**config.mk**
```make
export PLATFORM = sky130hd
export DESIGN_NAME = setclr_alias_reg
export DESIGN_NICKNAME = d
export VERILOG_FILES = /design/src/rtl/setclr_pkg.sv /design/src/rtl/setclr_decode.sv /design/src/rtl/setclr_update.sv /design/src/rtl/setclr_rdmux.sv /design/src/rtl/setclr_alias_reg.sv
export SDC_FILE = /design/constraint.sdc
export NUM_CORES = 1
export LEC_CHECK = 0
export BUFFER_PORTS_ARGS = -buffer_cell sky130_fd_sc_hd__buf_2
export CORE_ASPECT_RATIO = 1.5
export CORE_MARGIN = 2
export CORE_UTILIZATION = 49
export CTS_CLUSTER_SIZE = 24
export DETAILED_ROUTE_END_ITERATION = 8
export PLACE_DENSITY = 0.86
export SLEW_MARGIN = 20
export SYNTH_ARGS = -nofsm -noshare
export SYNTH_HDL_FRONTEND = slang
export SYNTH_SLANG_ARGS = --single-unit
```
**constraint.sdc**
```tcl
create_clock -name clk -period 2.2 [get_ports clk]
set_clock_uncertainty 0.2 [all_clocks]
set_input_delay 0.33 -clock clk [delete_from_list [all_inputs] [get_ports clk]]
set_output_delay 0.33 -clock clk [all_outputs]
set_load 0.005 [all_outputs]
```
**src/rtl/setclr_pkg.sv**
```systemverilog
package setclr_pkg;

    // Kind of register access selected by the address decode.
    typedef enum logic [1:0] {
        ACC_NONE = 2'd0,
        ACC_SET  = 2'd1,
        ACC_CLR  = 2'd2
    } acc_e;

endpackage

```
**src/rtl/setclr_decode.sv**
```systemverilog
module setclr_decode
    import setclr_pkg::*;
#(
    parameter int unsigned          ADDR_W  = 8,
    parameter logic [ADDR_W-1:0]    SET_OFS = 8'h20,
    parameter logic [ADDR_W-1:0]    CLR_OFS = 8'h24
) (
    input  logic [ADDR_W-1:0] addr,
    output acc_e              kind
);

    // Full-width compare; every address bit must match.
    always_comb begin
        if (addr == SET_OFS) begin
            kind = ACC_SET;
        end else if (addr == CLR_OFS) begin
            kind = ACC_CLR;
        end else begin
            kind = ACC_NONE;
        end
    end

endmodule

```
**src/rtl/setclr_update.sv**
```systemverilog
module setclr_update
    import setclr_pkg::*;
#(
    parameter int unsigned DATA_W = 32
) (
    input  acc_e              kind,
    input  logic [DATA_W-1:0] cur,
    input  logic [DATA_W-1:0] mask,
    output logic [DATA_W-1:0] nxt
);

    logic set_sel;
    logic clr_sel;

    assign set_sel = (kind == ACC_SET);
    assign clr_sel = (kind == ACC_CLR);

    // One slice per stored bit: a masked set wins to 1, a masked clear to 0.
    for (genvar i = 0; i < DATA_W; i++) begin : g_bit
        logic set_b;
        logic clr_b;
        assign set_b = set_sel & mask[i];
        assign clr_b = clr_sel & mask[i];
        assign nxt[i] = set_b ? 1'b1 : (clr_b ? 1'b0 : cur[i]);
    end

endmodule

```
**src/rtl/setclr_rdmux.sv**
```systemverilog
module setclr_rdmux
    import setclr_pkg::*;
#(
    parameter int unsigned DATA_W = 32
) (
    input  logic              rd_en,
    input  acc_e              kind,
    input  logic [DATA_W-1:0] store,
    output logic [DATA_W-1:0] rdata_nxt
);

    logic hit;

    assign hit = rd_en && (kind != ACC_NONE);

    // Both aliases return the same word; misses and idle cycles give zero.
    always_comb begin
        rdata_nxt = '0;
        if (hit) begin
            rdata_nxt = store;
        end
    end

endmodule

```
**src/rtl/setclr_alias_reg.sv**
```systemverilog
module setclr_alias_reg
    import setclr_pkg::*;
#(
    parameter int unsigned          DATA_W  = 32,
    parameter int unsigned          ADDR_W  = 8,
    parameter logic [ADDR_W-1:0]    SET_OFS = 8'h20,
    parameter logic [ADDR_W-1:0]    CLR_OFS = 8'h24,
    parameter logic [DATA_W-1:0]    RST_VAL = '0
) (
    input  logic              clk,
    input  logic              rst_n,
    input  logic [ADDR_W-1:0] bus_addr,
    input  logic              bus_wr_en,
    input  logic [DATA_W-1:0] bus_wdata,
    input  logic              bus_rd_en,
    output logic [DATA_W-1:0] bus_rdata,
    output logic [DATA_W-1:0] ctrl_o
);

    typedef struct packed {
        logic [DATA_W-1:0] store;
        logic [DATA_W-1:0] rdata;
    } state_t;

    state_t            st_d;
    state_t            st_q;
    acc_e              addr_kind;
    acc_e              wr_kind;
    logic [DATA_W-1:0] store_nxt;
    logic [DATA_W-1:0] rdata_nxt;

    setclr_decode #(
        .ADDR_W  (ADDR_W),
        .SET_OFS (SET_OFS),
        .CLR_OFS (CLR_OFS)
    ) u_decode (
        .addr (bus_addr),
        .kind (addr_kind)
    );

    assign wr_kind = bus_wr_en ? addr_kind : ACC_NONE;

    setclr_update #(
        .DATA_W (DATA_W)
    ) u_update (
        .kind (wr_kind),
        .cur  (st_q.store),
        .mask (bus_wdata),
        .nxt  (store_nxt)
    );

    // The read samples the word before any write at the same edge.
    setclr_rdmux #(
        .DATA_W (DATA_W)
    ) u_rdmux (
        .rd_en     (bus_rd_en),
        .kind      (addr_kind),
        .store     (st_q.store),
        .rdata_nxt (rdata_nxt)
    );

    always_comb begin
        st_d       = st_q;
        st_d.store = store_nxt;
        st_d.rdata = rdata_nxt;
    end

    always_ff @(posedge clk) begin
        if (!rst_n) begin
            st_q.store <= RST_VAL;
            st_q.rdata <= '0;
        end else begin
            st_q <= st_d;
        end
    end

    assign ctrl_o    = st_q.store;
    assign bus_rdata = st_q.rdata;

    AST_SET_ONES: assert property (@(posedge clk) disable iff (!rst_n)
        (bus_wr_en && bus_addr == SET_OFS) |=> ((ctrl_o & $past(bus_wdata)) == $past(bus_wdata)));
    AST_SET_KEEP: assert property (@(posedge clk) disable iff (!rst_n)
        (bus_wr_en && bus_addr == SET_OFS) |=> ((ctrl_o & ~$past(bus_wdata)) == ($past(ctrl_o) & ~$past(bus_wdata))));
    AST_CLR_ZEROS: assert property (@(posedge clk) disable iff (!rst_n)
        (bus_wr_en && bus_addr == CLR_OFS) |=> ((ctrl_o & $past(bus_wdata)) == '0));
    AST_CLR_KEEP: assert property (@(posedge clk) disable iff (!rst_n)
        (bus_wr_en && bus_addr == CLR_OFS) |=> ((ctrl_o & ~$past(bus_wdata)) == ($past(ctrl_o) & ~$past(bus_wdata))));
    AST_MISS_HOLD: assert property (@(posedge clk) disable iff (!rst_n)
        (!bus_wr_en || (bus_addr != SET_OFS && bus_addr != CLR_OFS)) |=> $stable(ctrl_o));
    AST_RD_HIT: assert property (@(posedge clk) disable iff (!rst_n)
        (bus_rd_en && (bus_addr == SET_OFS || bus_addr == CLR_OFS)) |=> (bus_rdata == $past(ctrl_o)));
    AST_RD_MISS: assert property (@(posedge clk) disable iff (!rst_n)
        (bus_rd_en && bus_addr != SET_OFS && bus_addr != CLR_OFS) |=> (bus_rdata == '0));
    AST_RD_IDLE: assert property (@(posedge clk) disable iff (!rst_n)
        (!bus_rd_en) |=> (bus_rdata == '0));

endmodule

```
==> results of run 1 <==
-- power by group --
group	switching [mW]	internal (mW)	total [mW]
sequential	0.000535	1.16	1.16
combinational	0.0595	0.0541	0.114
clock	0.439	0.581	1.02
total	0.499	1.79	2.29
-- final timing paths --
check,from,endpoint,slack (ns),cells after the start
worst min register to register,ctrl_o[22],bus_rdata[22],0.28,1
worst max register to register,ctrl_o[17],ctrl_o[17],1.21,3
worst max-delay path,bus_addr[4],ctrl_o[17],0.77,5
worst min-delay path,bus_wdata[24],ctrl_o[24],0.008,2
-- sequential cells by signal (all words and copies together) (netlist names) --
name       cells
bus_rdata     32
ctrl_o        32
-- cells in the final DEF (no fill, tap or decap) --
master | synthesis | routed
a21o_1 | 31 | 31
and2_1 | 32 | 32
dlygate4sd3_1 | 0 | 13
bufinv_16 | 0 | 1
a41oi_1 | 31 | 31
buf_2 | 8 | 107
clkinvlp_4 | 0 | 2
nand2_1 | 31 | 31
nor3b_2 | 1 | 1
buf_4 | 3 | 7
and3_1 | 1 | 1
nor4b_4 | 2 | 2
nand4_1 | 1 | 1
a31o_2 | 1 | 1
and4b_1 | 1 | 1
dfxtp_1 | 64 | 64
nand4bb_1 | 1 | 1
clkbuf_8 | 0 | 11
clkinv_2 | 0 | 2
buf_12 | 0 | 1
-- routing by layer --
metal,share of wire,wire length (um),GRT usage
met5,0,0,0
met1,0.40,2370,0.273
met3,0.054,320,0.0606
met4,0.019,112,0.113
met2,0.53,3120,0.379
-- cell type report --
cell class | instances | area, sq um | area share
clock buffers | 11 | 151 | 0.0469
clock inverters | 5 | 55.1 | 0.0170
multi-input cells | 133 | 923 | 0.286
flip-flops and latches | 64 | 1280 | 0.397
well taps | 64 | 80.1 | 0.0248
repair buffers | 128 | 738 | 0.229
-- cell families after synthesis --
kind of cell	after synthesis
compound gates	63
buf+inv	21
flops	64
simple gates	70
-- metrics by stage --
step	power [mW]	hold slack, ns
after floorplan	1.22	0.240
after global placement	1.28	0.263
after detailed placement	1.28	0.270
after CTS	2.29	0.000153
after global routing	2.37	0.000487
final	2.29	0.00804
-- worst register-to-register path, delay by kind of cell (launching register included) --
family,cells,cell delay (ns)
simple gates,1,0.06
compound gates,2,0.33
flops,1,0.35
-- what timing repair did --
item,4_1_cts,5_1_grt
hold endpoints to repair,11,2
resized for setup,0,0
hold buffers,11,2
==> flow_summary.toml, run 1 <==
[global_route]
grt_pass1_vias = 1989
grt_first_pass_wirelength_mm = 9.14
grt_antenna_before_repair = 0
grt_max_degree = 33
grt-ovfl-total = 0
grt_usage = 0.231

[setup_path]
worstPathRequired_ns = 2.23
crit_path_top_delay_cell = "nor4b_4"
worstSetupStartpointType = "input port"
crit_family = "buffers and inverters"
slowest_delay_ns = 0.33
endpoint_kind = "flip-flop"
worstPathCellList = "buf_2 > nor4b_4 > buf_4 > a41oi_1 > a21o_1"
path_class = "input port to flip-flop"
cp_max_fo = 23
cp_num_buf_inv = 2
cp.arrival_ns = 1.46

[cts]
insertion_delay_ns = 0.34
clk_pin_slew_ns = 0.08
htreeDepth = 3
clkSinkCount = 64
clock_tree.root_cell = "clkbuf_8"
cts_buffer_depth = 2
post_cts_buffers = 0
numCtsBuffers = 9
cts_tree = "yes"

[synth]
synthAdderAreaFrac = 0
synth_area_sq_um = 2300
synthMuxAreaShare = 0
synth.area.top_cells = "dfxtp_1, a41oi_1, a21o_1"
ys_top_cells_by_count = "dfxtp_1, and2_1, a21o_1, a41oi_1, nand2_1"
yosysMostFrequentCell = "dfxtp_1"
yosys.area_share.simple = 0.178
async_reset_ff_frac = 0
synth_xor_xnor_area_share = 0
synthCells = 218
yosysWarningCount = 0
ys_seq_area_frac = 0.556
synth_edf_count = 0
synthDistinctLibCells = 15
avgSynthCellArea_sq_um = 10.6
synth_compound_area_frac = 0.223
synth_seq_cells = 64
synth.top_cell.area_share = 0.556
yosys_most_used_dff = "dfxtp_1"
syn_nets = 262
yosysTopAreaCell = "dfxtp_1"
synth_top_family_by_area = "compound AO/OA/AOI/OAI gates"

[worst_hold_path]
min_path_type = "input port to flip-flop"

[timing]
slew_violations = 0
grt_setup_unrepaired = "false"
min_period_over_period = 0.650
setup_viol_count_final = 0
fmax_mhz = 699
finalCriticalPeriod_ns = 1.43
maxSlewHeadroom = 0.796
final.setup.tns_ns = 0
hold_violations = 0
tightest_slew_ns = 0.306
layout_setup_ws_ns = 0.769

[detailed_routing]
drtIter0Drc = 76
route.detailed.wl_per_inst_um = 14.6
vias = 2099
drt.antenna.violating_nets = 0
drt-total-wl_mm = 5.92
drc = 0
first_pass_iters = 6
vias_per_cell = 5.18

[cells_and_area]
syn2layout_area_growth_pct = 40.1
finalNetCount = 380
final_cells = 405
post-route-util = 0.711
antenna_cells = 0
stdcell_area_sq_um = 3230
drive_gt1_frac = 0.396
nFillCells = 354

[placement]
dp.cells = 376
place.gp.congestion = 0.782
placed_area_sq_um = 2890
pre_cts_ws_ns = 0.455
port_buffers = 107
dp_hpwl_mm = 3.87

[floorplan]
coreArea_sq_um = 4540
dieArea_sq_um = 5280
rows = 30
start_util = 0.507
ioPinCount = 108
die_w_um = 60.0
die_h_um = 88.0

[power]
power_density_nw_per_um2 = 710
ir_drop_v = 0.000696
p_leak_nw = 1.79

[run]
cap_violations = 0

[outcome]
status = "finished clean"
Note: power is estimated with default switching activity, not from simulation.
==> run 2: changes to the inputs <==
--- a/config.mk
+++ b/config.mk
@@ -8,10 +8,10 @@
 export BUFFER_PORTS_ARGS = -buffer_cell sky130_fd_sc_hd__buf_2
 export CORE_ASPECT_RATIO = 1.5
 export CORE_MARGIN = 2
-export CORE_UTILIZATION = 49
+export CORE_UTILIZATION = 46
 export CTS_CLUSTER_SIZE = 24
 export DETAILED_ROUTE_END_ITERATION = 8
-export PLACE_DENSITY = 0.86
+export PLACE_DENSITY = 0.81
 export SLEW_MARGIN = 20
 export SYNTH_ARGS = -nofsm -noshare
 export SYNTH_HDL_FRONTEND = slang
==> constraint.sdc (replaced) <==
create_clock -name clk -period 1.45 [get_ports clk]
set_clock_uncertainty 0.2 [all_clocks]
set_input_delay 0.2175 -clock clk [delete_from_list [all_inputs] [get_ports clk]]
set_output_delay 0.2175 -clock clk [all_outputs]
set_load 0.005 [all_outputs]
==> run 2 against run 1 <==
Net effect: sequential share of layout area fell by 2.8 points; routed wire length rose by 10%; clock power rose by 65%; critical path depth did not move; sequential power rose by 52%; global-route usage rose by 1.3 points; final cell count rose by 6.9%; non-clock buffer count rose by 26; combinational power rose by 90%; setup slack got worse by 0.64 ns; total power rose by 59%; first-iteration DRC count rose by 12%; critical path type unchanged.
==> flow_summary.toml, run 2 (synthesis gave the netlist of run 1 again) <==
[outcome]
status = "finished clean"

[detailed_routing]
drtIter0Drc = 85
first_pass_iters = 4
drt.antenna.violating_nets = 0
route.detailed.wl_per_inst_um = 15.0
vias = 2268
vias_per_cell = 5.24
drt-total-wl_mm = 6.51
drc = 0

[floorplan]
start_util = 0.479
die_h_um = 90.7
dieArea_sq_um = 5600
coreArea_sq_um = 4810
die_w_um = 61.8
ioPinCount = 108
rows = 31

[power]
power_density_nw_per_um2 = 1050
p_leak_nw = 1.91
ir_drop_v = 0.000583

[timing]
hold_violations = 0
fmax_mhz = 760
slew_violations = 0
grt_setup_unrepaired = "false"
min_period_over_period = 0.907
layout_setup_ws_ns = 0.134
tightest_slew_ns = 0.323
whs_ns = 0.0642
setup_viol_count_final = 0
maxSlewHeadroom = 0.783
finalCriticalPeriod_ns = 1.32

[worst_hold_path]
min_from = "bus_wdata[0]"
holdPathEnd = "ctrl_o[0]"
min_path_type = "input port to flip-flop"
hold_depth = 3

[setup_path]
cp_max_fo = 17
worstPathCellList = "buf_2 > nor4b_4 > nor3b_2 > buf_4 > and2_1"
crit_family = "simple AND/OR/NAND/NOR gates"
path_class = "input port to flip-flop"
r2r.worst_path.cells = 2
cp.arrival_ns = 1.40
r2r_setup_slack_ns = 0.44
worstSetupStartpointType = "input port"
slowest_delay_ns = 0.37
crit_path_top_delay_cell = "nor4b_4"
endpoint_kind = "flip-flop"
r2r-end = "ctrl_o[0]"
worstPathRequired_ns = 1.53
cp_num_buf_inv = 2
r2r_start = "ctrl_o[0]"

[cells_and_area]
layout.cells.most_common_list = "buf_2, dfxtp_1, and2_1"
drive_gt1_frac = 0.390
final_common_cell = "buf_2"
finalNetCount = 406
syn2layout_area_growth_pct = 50.7
final_cells = 433
antenna_cells = 0
nFillCells = 365

[cts]
insertion_delay_ns = 0.34
cts_tree = "yes"
clkSinkCount = 64
htreeDepth = 3
cts_buffer_depth = 2
numCtsBuffers = 9
clock_tree.root_cell = "clkbuf_8"
clk_pin_slew_ns = 0.07
post_cts_buffers = 0

[placement]
pre_cts_ws_ns = -0.178
place.gp.congestion = 0.767
dp_hpwl_mm = 4.10
dp.cells = 386
port_buffers = 107

[run]
cap_violations = 0

[global_route]
grt_first_pass_wirelength_mm = 10.1
grt_pass1_vias = 2214
grt_usage = 0.244
grt-ovfl-total = 0
grt_max_degree = 24
grt_antenna_before_repair = 0
-- run 2: timing repair --
action | CTS | global route
hold endpoints to repair | 31 | 0
hold buffers | 31 | 0
resized for setup | 0 | 0
-- run 2: worst max-delay path by stage --
stage	cells after the start	startpoint	end
finish	5	bus_addr[4]	bus_rdata[21]
floorplan	5	bus_addr[4]	ctrl_o[11]
global placement	5	bus_addr[3]	ctrl_o[1]
detailed placement	5	bus_addr[4]	ctrl_o[14]
global route	5	bus_addr[4]	bus_rdata[21]
CTS	5	bus_addr[4]	bus_rdata[1]
-- run 2: worst register-to-register path, delay by kind of cell, from the launching register on --
kind            cells  cell delay [ns]
flops               1             0.33
simple gates        1             0.16
compound gates      1             0.22
-- run 2: area by class of cell --
cell class,instances,area (sq um),share of cell area
Clock buffer,10,138,0.0396
Multi-Input combinational cell,133,923,0.266
Clock inverter,6,82.6,0.0238
Sequential cell,64,1280,0.369
Tap cell,66,82.6,0.0238
Timing Repair Buffer,154,966,0.278
-- run 2: metal layers --
| layer | wire length [um] | GRT usage | up-vias |
|---|---|---|---|
| li1 | - | - | 1070 |
| met1 | 2340 | 0.258 | 1082 |
| met2 | 3590 | 0.414 | 100 |
| met3 | 392 | 0.0559 | 16 |
| met4 | 180 | 0.144 | 0 |
| met5 | 0 | 0 | - |
-- run 2: report_power, final --
| group | switching, mW | internal [mW] |
|---|---|---|
| clock network | 0.673 | 1.00 |
| logic | 0.0980 | 0.119 |
| registers | 0.000840 | 1.76 |
-- run 2: metrics by stage --
step                power [mW]   util  area, sq um  setup TNS, ns
floorplan                 1.85      -         2310              0
global placement          1.94  0.612         2940          -8.17
detailed placement        1.94  0.612         2940          -9.28
CTS                       3.68  0.722         3470              0
global route              3.77  0.722         3470              0
finish                    3.65  0.722         3470              0
